[src/rtl/sdx_pkg.sv]
package sdx_pkg;
  localparam logic [2:0] A_WDATA = 3'd0;
  localparam logic [2:0] A_CTRL  = 3'd1;
  localparam logic [2:0] A_STAT  = 3'd2;
  localparam logic [2:0] A_RDATA = 3'd3;
  localparam logic [2:0] A_DRIVE = 3'd4;

  // control bit positions
  localparam int C_MOTOR  = 0;
  localparam int C_XRST   = 1;
  localparam int C_DIR    = 2;
  localparam int C_MIRROR = 3;
  localparam int C_CRC    = 4;
  localparam int C_START  = 6;
  localparam int C_IEN    = 7;

  typedef struct packed {
    logic irq_en;
    logic start;
    logic crc_ctl;
    logic mirror;
    logic dir_rd;
    logic motor;
  } sdx_ctrl_t;
endpackage

[src/rtl/sdx_bitclk.sv]
module sdx_bitclk #(
  parameter int DIV = 16
) (
  input  logic clk,
  input  logic rst,
  input  logic run,
  input  logic restart,
  output logic tick
);
  localparam int CW = (DIV > 1) ? $clog2(DIV) : 1;
  localparam logic [CW-1:0] LAST = CW'(DIV - 1);

  logic [CW-1:0] cnt;

  assign tick = run && (cnt == LAST);

  always_ff @(posedge clk) begin
    if (rst || restart) begin
      cnt <= '0;
    end else if (run) begin
      cnt <= tick ? '0 : cnt + 1'b1;
    end
  end
endmodule

[src/rtl/sdx_shifter.sv]
module sdx_shifter #(
  parameter int W = 8
) (
  input  logic          clk,
  input  logic          rst,
  input  logic          tick,
  input  logic          restart,
  input  logic          dir_rd,
  input  logic          ser_in,
  input  logic [W-1:0]  load_byte,
  output logic          ser_out,
  output logic          byte_done,
  output logic [W-1:0]  rx_byte,
  output logic [$clog2(W)-1:0] bit_cnt
);
  localparam int BW = $clog2(W);
  localparam logic [BW-1:0] LASTBIT = BW'(W - 1);

  logic [W-1:0] sh;
  logic         last;

  assign last      = (bit_cnt == LASTBIT);
  assign byte_done = tick && last && !restart;
  assign rx_byte   = {sh[W-2:0], ser_in};
  assign ser_out   = !dir_rd && sh[W-1];

  always_ff @(posedge clk) begin
    if (rst) begin
      sh      <= '0;
      bit_cnt <= '0;
    end else if (restart) begin
      sh      <= load_byte;
      bit_cnt <= '0;
    end else if (tick) begin
      bit_cnt <= last ? '0 : bit_cnt + 1'b1;
      if (dir_rd) begin
        sh <= {sh[W-2:0], ser_in};
      end else begin
        sh <= last ? load_byte : {sh[W-2:0], 1'b0};
      end
    end
  end
endmodule

[src/rtl/sdx_xfer_engine.sv]
module sdx_xfer_engine
  import sdx_pkg::*;
#(
  parameter int DIV = 16,
  parameter int DW  = 8
) (
  input  logic          clk,
  input  logic          rst,
  input  logic          io_enable,
  input  logic          wr_en,
  input  logic          rd_en,
  input  logic [2:0]    addr,
  input  logic [DW-1:0] wdata,
  output logic [DW-1:0] rdata,
  input  logic          ser_in,
  output logic          ser_out,
  input  logic          end_of_head,
  input  logic          crc_err,
  input  logic          disk_absent,
  input  logic          not_ready,
  input  logic          write_prot,
  output logic          mirror,
  output logic          irq
);
  localparam int BW = $clog2(DW);

  sdx_ctrl_t      ctrl_q;
  logic [DW-1:0]  wbuf_q;
  logic [DW-1:0]  rbuf_q;
  logic           flag_q;
  logic           run;
  logic           tick;
  logic           byte_done;
  logic [DW-1:0]  rx_byte;
  logic [BW-1:0]  bit_cnt;
  logic           acc_wr;
  logic           acc_rd;
  logic           wr_ctrl;
  logic           xreset;
  logic           flag_clr;
  logic [DW-1:0]  ctrl_rb;
  logic [DW-1:0]  stat_rb;
  logic [DW-1:0]  drv_rb;
  logic [DW-1:0]  rd_mux;

  assign acc_wr  = wr_en && io_enable;
  assign acc_rd  = rd_en && io_enable;
  assign wr_ctrl = acc_wr && (addr == A_CTRL);
  assign xreset  = wr_ctrl && wdata[C_XRST];
  assign run     = io_enable && ctrl_q.motor && ctrl_q.start;

  assign flag_clr = (acc_wr && (addr == A_WDATA))
                 || (acc_rd && ((addr == A_RDATA) || (addr == A_STAT)))
                 || xreset;

  sdx_bitclk #(.DIV(DIV)) u_bitclk (
    .clk     (clk),
    .rst     (rst),
    .run     (run),
    .restart (xreset),
    .tick    (tick)
  );

  sdx_shifter #(.W(DW)) u_shift (
    .clk       (clk),
    .rst       (rst),
    .tick      (tick),
    .restart   (xreset),
    .dir_rd    (ctrl_q.dir_rd),
    .ser_in    (ser_in),
    .load_byte (wbuf_q),
    .ser_out   (ser_out),
    .byte_done (byte_done),
    .rx_byte   (rx_byte),
    .bit_cnt   (bit_cnt)
  );

  // control and data registers
  always_ff @(posedge clk) begin
    if (rst) begin
      ctrl_q <= '0;
      wbuf_q <= '0;
      rbuf_q <= '0;
    end else begin
      if (wr_ctrl) begin
        ctrl_q.motor   <= wdata[C_MOTOR];
        ctrl_q.dir_rd  <= wdata[C_DIR];
        ctrl_q.mirror  <= wdata[C_MIRROR];
        ctrl_q.crc_ctl <= wdata[C_CRC];
        ctrl_q.start   <= wdata[C_START];
        ctrl_q.irq_en  <= wdata[C_IEN];
      end
      if (acc_wr && (addr == A_WDATA)) begin
        wbuf_q <= wdata;
      end
      if (byte_done && ctrl_q.dir_rd) begin
        rbuf_q <= rx_byte;
      end
    end
  end

  // byte-done flag: a completed byte wins over a clearing access
  always_ff @(posedge clk) begin
    if (rst || !io_enable) begin
      flag_q <= 1'b0;
    end else if (byte_done) begin
      flag_q <= 1'b1;
    end else if (flag_clr) begin
      flag_q <= 1'b0;
    end
  end

  assign ctrl_rb = {ctrl_q.irq_en, ctrl_q.start, 1'b1, ctrl_q.crc_ctl,
                    ctrl_q.mirror, ctrl_q.dir_rd, 1'b0, ctrl_q.motor};
  assign stat_rb = {run && !not_ready, end_of_head, 1'b0, crc_err,
                    2'b00, flag_q, 1'b0};
  assign drv_rb  = {{(DW-3){1'b0}}, write_prot, not_ready, disk_absent};

  always_comb begin
    case (addr)
      A_CTRL:  rd_mux = ctrl_rb;
      A_STAT:  rd_mux = stat_rb;
      A_RDATA: rd_mux = rbuf_q;
      A_DRIVE: rd_mux = drv_rb;
      default: rd_mux = '0;
    endcase
  end

  always_ff @(posedge clk) begin
    if (rst) begin
      rdata <= '0;
    end else if (rd_en) begin
      rdata <= io_enable ? rd_mux : '0;
    end
  end

  assign mirror = ctrl_q.mirror;
  assign irq    = flag_q && ctrl_q.irq_en;
endmodule

[config.mk]
export PLATFORM = sky130hd
export DESIGN_NAME = sdx_xfer_engine
export DESIGN_NICKNAME = d
export VERILOG_FILES = /design/src/rtl/sdx_pkg.sv /design/src/rtl/sdx_bitclk.sv /design/src/rtl/sdx_shifter.sv /design/src/rtl/sdx_xfer_engine.sv
export SDC_FILE = /design/constraint.sdc
export NUM_CORES = 1
export LEC_CHECK = 0
export ABC_CLOCK_PERIOD_IN_PS = 1750
export BUFFER_PORTS_ARGS = -buffer_cell sky130_fd_sc_hd__buf_2
export CORE_MARGIN = 10
export CORE_UTILIZATION = 45
export DETAILED_ROUTE_END_ITERATION = 12
export PLACE_DENSITY = 0.66
export SLEW_MARGIN = 20
export SYNTH_ARGS = -nofsm -noshare
export SYNTH_HDL_FRONTEND = slang
export SYNTH_SLANG_ARGS = --single-unit
[constraint.sdc]
create_clock -name clk -period 1.75 [get_ports clk]
set_input_delay 0.0875 -clock clk [delete_from_list [all_inputs] [get_ports clk]]
set_output_delay 0.0875 -clock clk [all_outputs]
set_load 0.01 [all_outputs]
==> metrics.yaml <==
timing:
  rsz0062_at_grt: "false"
  final-setup-viol-count: 0
  fin_tns_setup_ps: 0
  min_period_ps: 1640
  tightest_slew_ps: 447
  finalCritPeriodShare: 0.938
  skew_ps: 9.26
  max_freq_ghz: 0.609
  max-slew-margin-rel: 0.700
  final-hold-violation-count: 0
  report.final.slew_viol_count: 0
layout:
  diodes: 0
  mostFrequentLayoutCells: "46 x dfxtp_1, 35 x mux2i_1, 32 x buf_2, 25 x nand2_1, 25 x nor2_1"
  fill_cells: 418
  area_growth_pct: 16.6
  fin_nets: 288
  mostFrequentLayoutCell: "dfxtp_1"
  drive_above_1_share: 0.235
die:
  die_w_um: 88.8
  die_area_sq_um: 7880
  die_h_um: 88.8
  rows: 24
  start_util: 0.475
  ioPinCount: 33
  core_area_sq_um: 4470
min_path:
  worst_hold_path_type: "in -> reg"
route:
  finalWirelength_um: 5170
  routed_via_density: 5.58
  drtPass1Iterations: 4
  drtIter0Drc: 132
  num_vias: 1763
  drc_errors: 0
  ant_nets: 0
  drt-wirelength-per-cell_um: 16.4
grt:
  grt_use_total: 0.141
  grt_pass1_vias: 1744
  grt_max_degree: 27
  grt_pass1_wl_um: 8700
  antenna_found_initial: 0
  overflow: 0
critical_path:
  cp_common_cell: "ha_1"
  arrival_ps: 1810
  r2r_end: "u_shift.sh[6]"
  crit_path_cell_trace: "ha_1 > ha_1 > nor2b_1 > a21oi_4 > mux2i_1 > a21oi_1"
  worstPathMaxFanout: 8
  end_kind: "flip-flop"
  critical_path.max_stage_delay_ps: 330
  crit_slowest_cell: "dfxtp_1"
  crit_family: "compound AO/OA/AOI/OAI gates"
  endpoint: "u_shift.sh[6]"
  start_kind: "flip-flop"
  crit_buf_inv: 0
  worst-path-stages: 6
  required_ps: 1920
  path_class: "reg -> reg"
  crit_start: "u_shift.bit_cnt[0]"
  r2r_cells: 6
  r2r_slack_ps: 110
  r2r_start: "u_shift.bit_cnt[0]"
cts:
  cts.sink_count: 46
  root_buffer: "clkbuf_8"
  htree_num_levels: 2
  cts.clk_slew.worst_paths_ps: 90
  insertion_delay_ps: 300
  clock_path_buffers: 2
  cts_made_buffers: 5
  cts_tree: "built"
yosys:
  ys_types: 41
  synth_fp_nets: 251
  syn_inst: 226
  synth_flop_cell: "dfxtp_1"
  ys_seq_area_frac: 0.433
  synth_largest_area_cell: "dfxtp_1"
  postSynthAreaPerCell_sq_um: 9.41
  synth_top_area_share: 0.433
  synth-seq-cells: 46
  synth_edf_count: 0
  yosys-top-cells-area: "dfxtp_1 43%, mux2i_1 16%, nor2_1 4.6%"
  ys_warn_count: 0
  async_reset_ff_frac: 0
  syn-cell-area_sq_um: 2130
run_status:
  status: "finished clean"
power_and_ir_drop:
  cellPowerDensity_nw_per_um2: 799
  fin_total_pwr_uw: 1980
  cellLeakagePower_uw: 0.00102
  ir_drop_uv: 549
flow_run:
  max-cap-violations: 0
place:
  gp_congestion: 0.791
  hpwl_um: 3870
  io_buffers: 32
what timing repair did:
action / CTS / global route
setup endpoints to repair: 0 / 1
buffers inserted: 0 / 0
hold buffers: 0 / 0
resized for setup: 0 / 1
how the worst min path moves through the flow:
stage	cells after the start	slack, ps	from	end
global placement	3	330	wdata[5]	wbuf_q[5]
CTS	3	20	wdata[5]	wbuf_q[5]
floorplan	2	230	ser_in	rbuf_q[0]
global route	3	50	wdata[6]	ctrl_q[4]
detailed placement	3	340	wdata[5]	wbuf_q[5]
finish	3	20	wdata[5]	wbuf_q[5]
worst reg2reg max path: stages, from the launching register on:
cell	delay, ps
dfxtp_1	330
ha_1	200
ha_1	180
nor2b_1	150
a21oi_4	310
mux2i_1	270
a21oi_1	90
flip-flops by register name, summed over array words and instances (netlist names):
register and flops:
ctrl_q 5, flag_q 1, mirror 1, rbuf_q 8, rdata 8, u_bitclk.cnt 4, u_shift.bit_cnt 3, u_shift.sh 8
wbuf_q 8
cell usage after synthesis, types with 3 or more instances:
master / count
mux2i_1: 35
o21ai_0: 3
clkbuf_1: 5
buf_2: 7
nor2_1: 26
nor3_1: 3
nand2_1: 25
ha_1: 3
nor2b_1: 7
dfxtp_1: 46
a21oi_1: 13
a22oi_1: 4
o31ai_1: 8
nand3_1: 4
through the flow:
step	util	instances	setup WS (ps)	instance area, sq um	hold slack, ps
after detailed placement	0.529	308	154	2370	338
after global routing	0.555	316	9.43	2480	46.8
after global placement	0.529	308	184	2370	328
after floorplan	-	226	222	2130	230
after CTS	0.554	316	102	2480	20.2
final	0.555	316	108	2480	22.9
cell type report:
class | instances | area [sq um] | area share
clock inverters | 3 | 43.8 | 0.0177
inverters | 3 | 11.3 | 0.00454
well taps | 52 | 65.1 | 0.0262
flip-flops and latches | 46 | 921 | 0.371
multi-input cells | 162 | 1110 | 0.449
clock buffers | 5 | 68.8 | 0.0277
repair buffers | 45 | 258 | 0.104
where the power goes:
| part | internal (uW) | switching, uW | total (uW) |
|---|---|---|---|
| Combinational | 52.5 | 78.4 | 131 |
| Clock | 428 | 365 | 793 |
| Sequential | 1050 | 5.53 | 1060 |
| Total | 1530 | 449 | 1980 |
per-layer routing:
layer / vias up / global-route usage / wire length [um]
li1: 878 / - / -
met1: 839 / 0.184 / 2440
met2: 42 / 0.225 / 2390
met3: 4 / 0.0349 / 294
met4: 0 / 0.0411 / 48
met5: - / 0 / 0
cells by family (layout without fill, tap and decap cells):
logic type | after synthesis | after routing | synth area share
flip-flops | 46 | 46 | 0.433
XOR/XNOR | 2 | 2 | 0.00824
multiplexers | 36 | 36 | 0.170
adder cells (fa/ha/maj) | 3 | 3 | 0.0176
AND/OR/NAND/NOR | 82 | 82 | 0.195
AO/OA/AOI/OAI | 39 | 39 | 0.132
buffers and inverters | 18 | 56 | 0.0447
No activity file was read; power rests on OpenSTA's default activity.
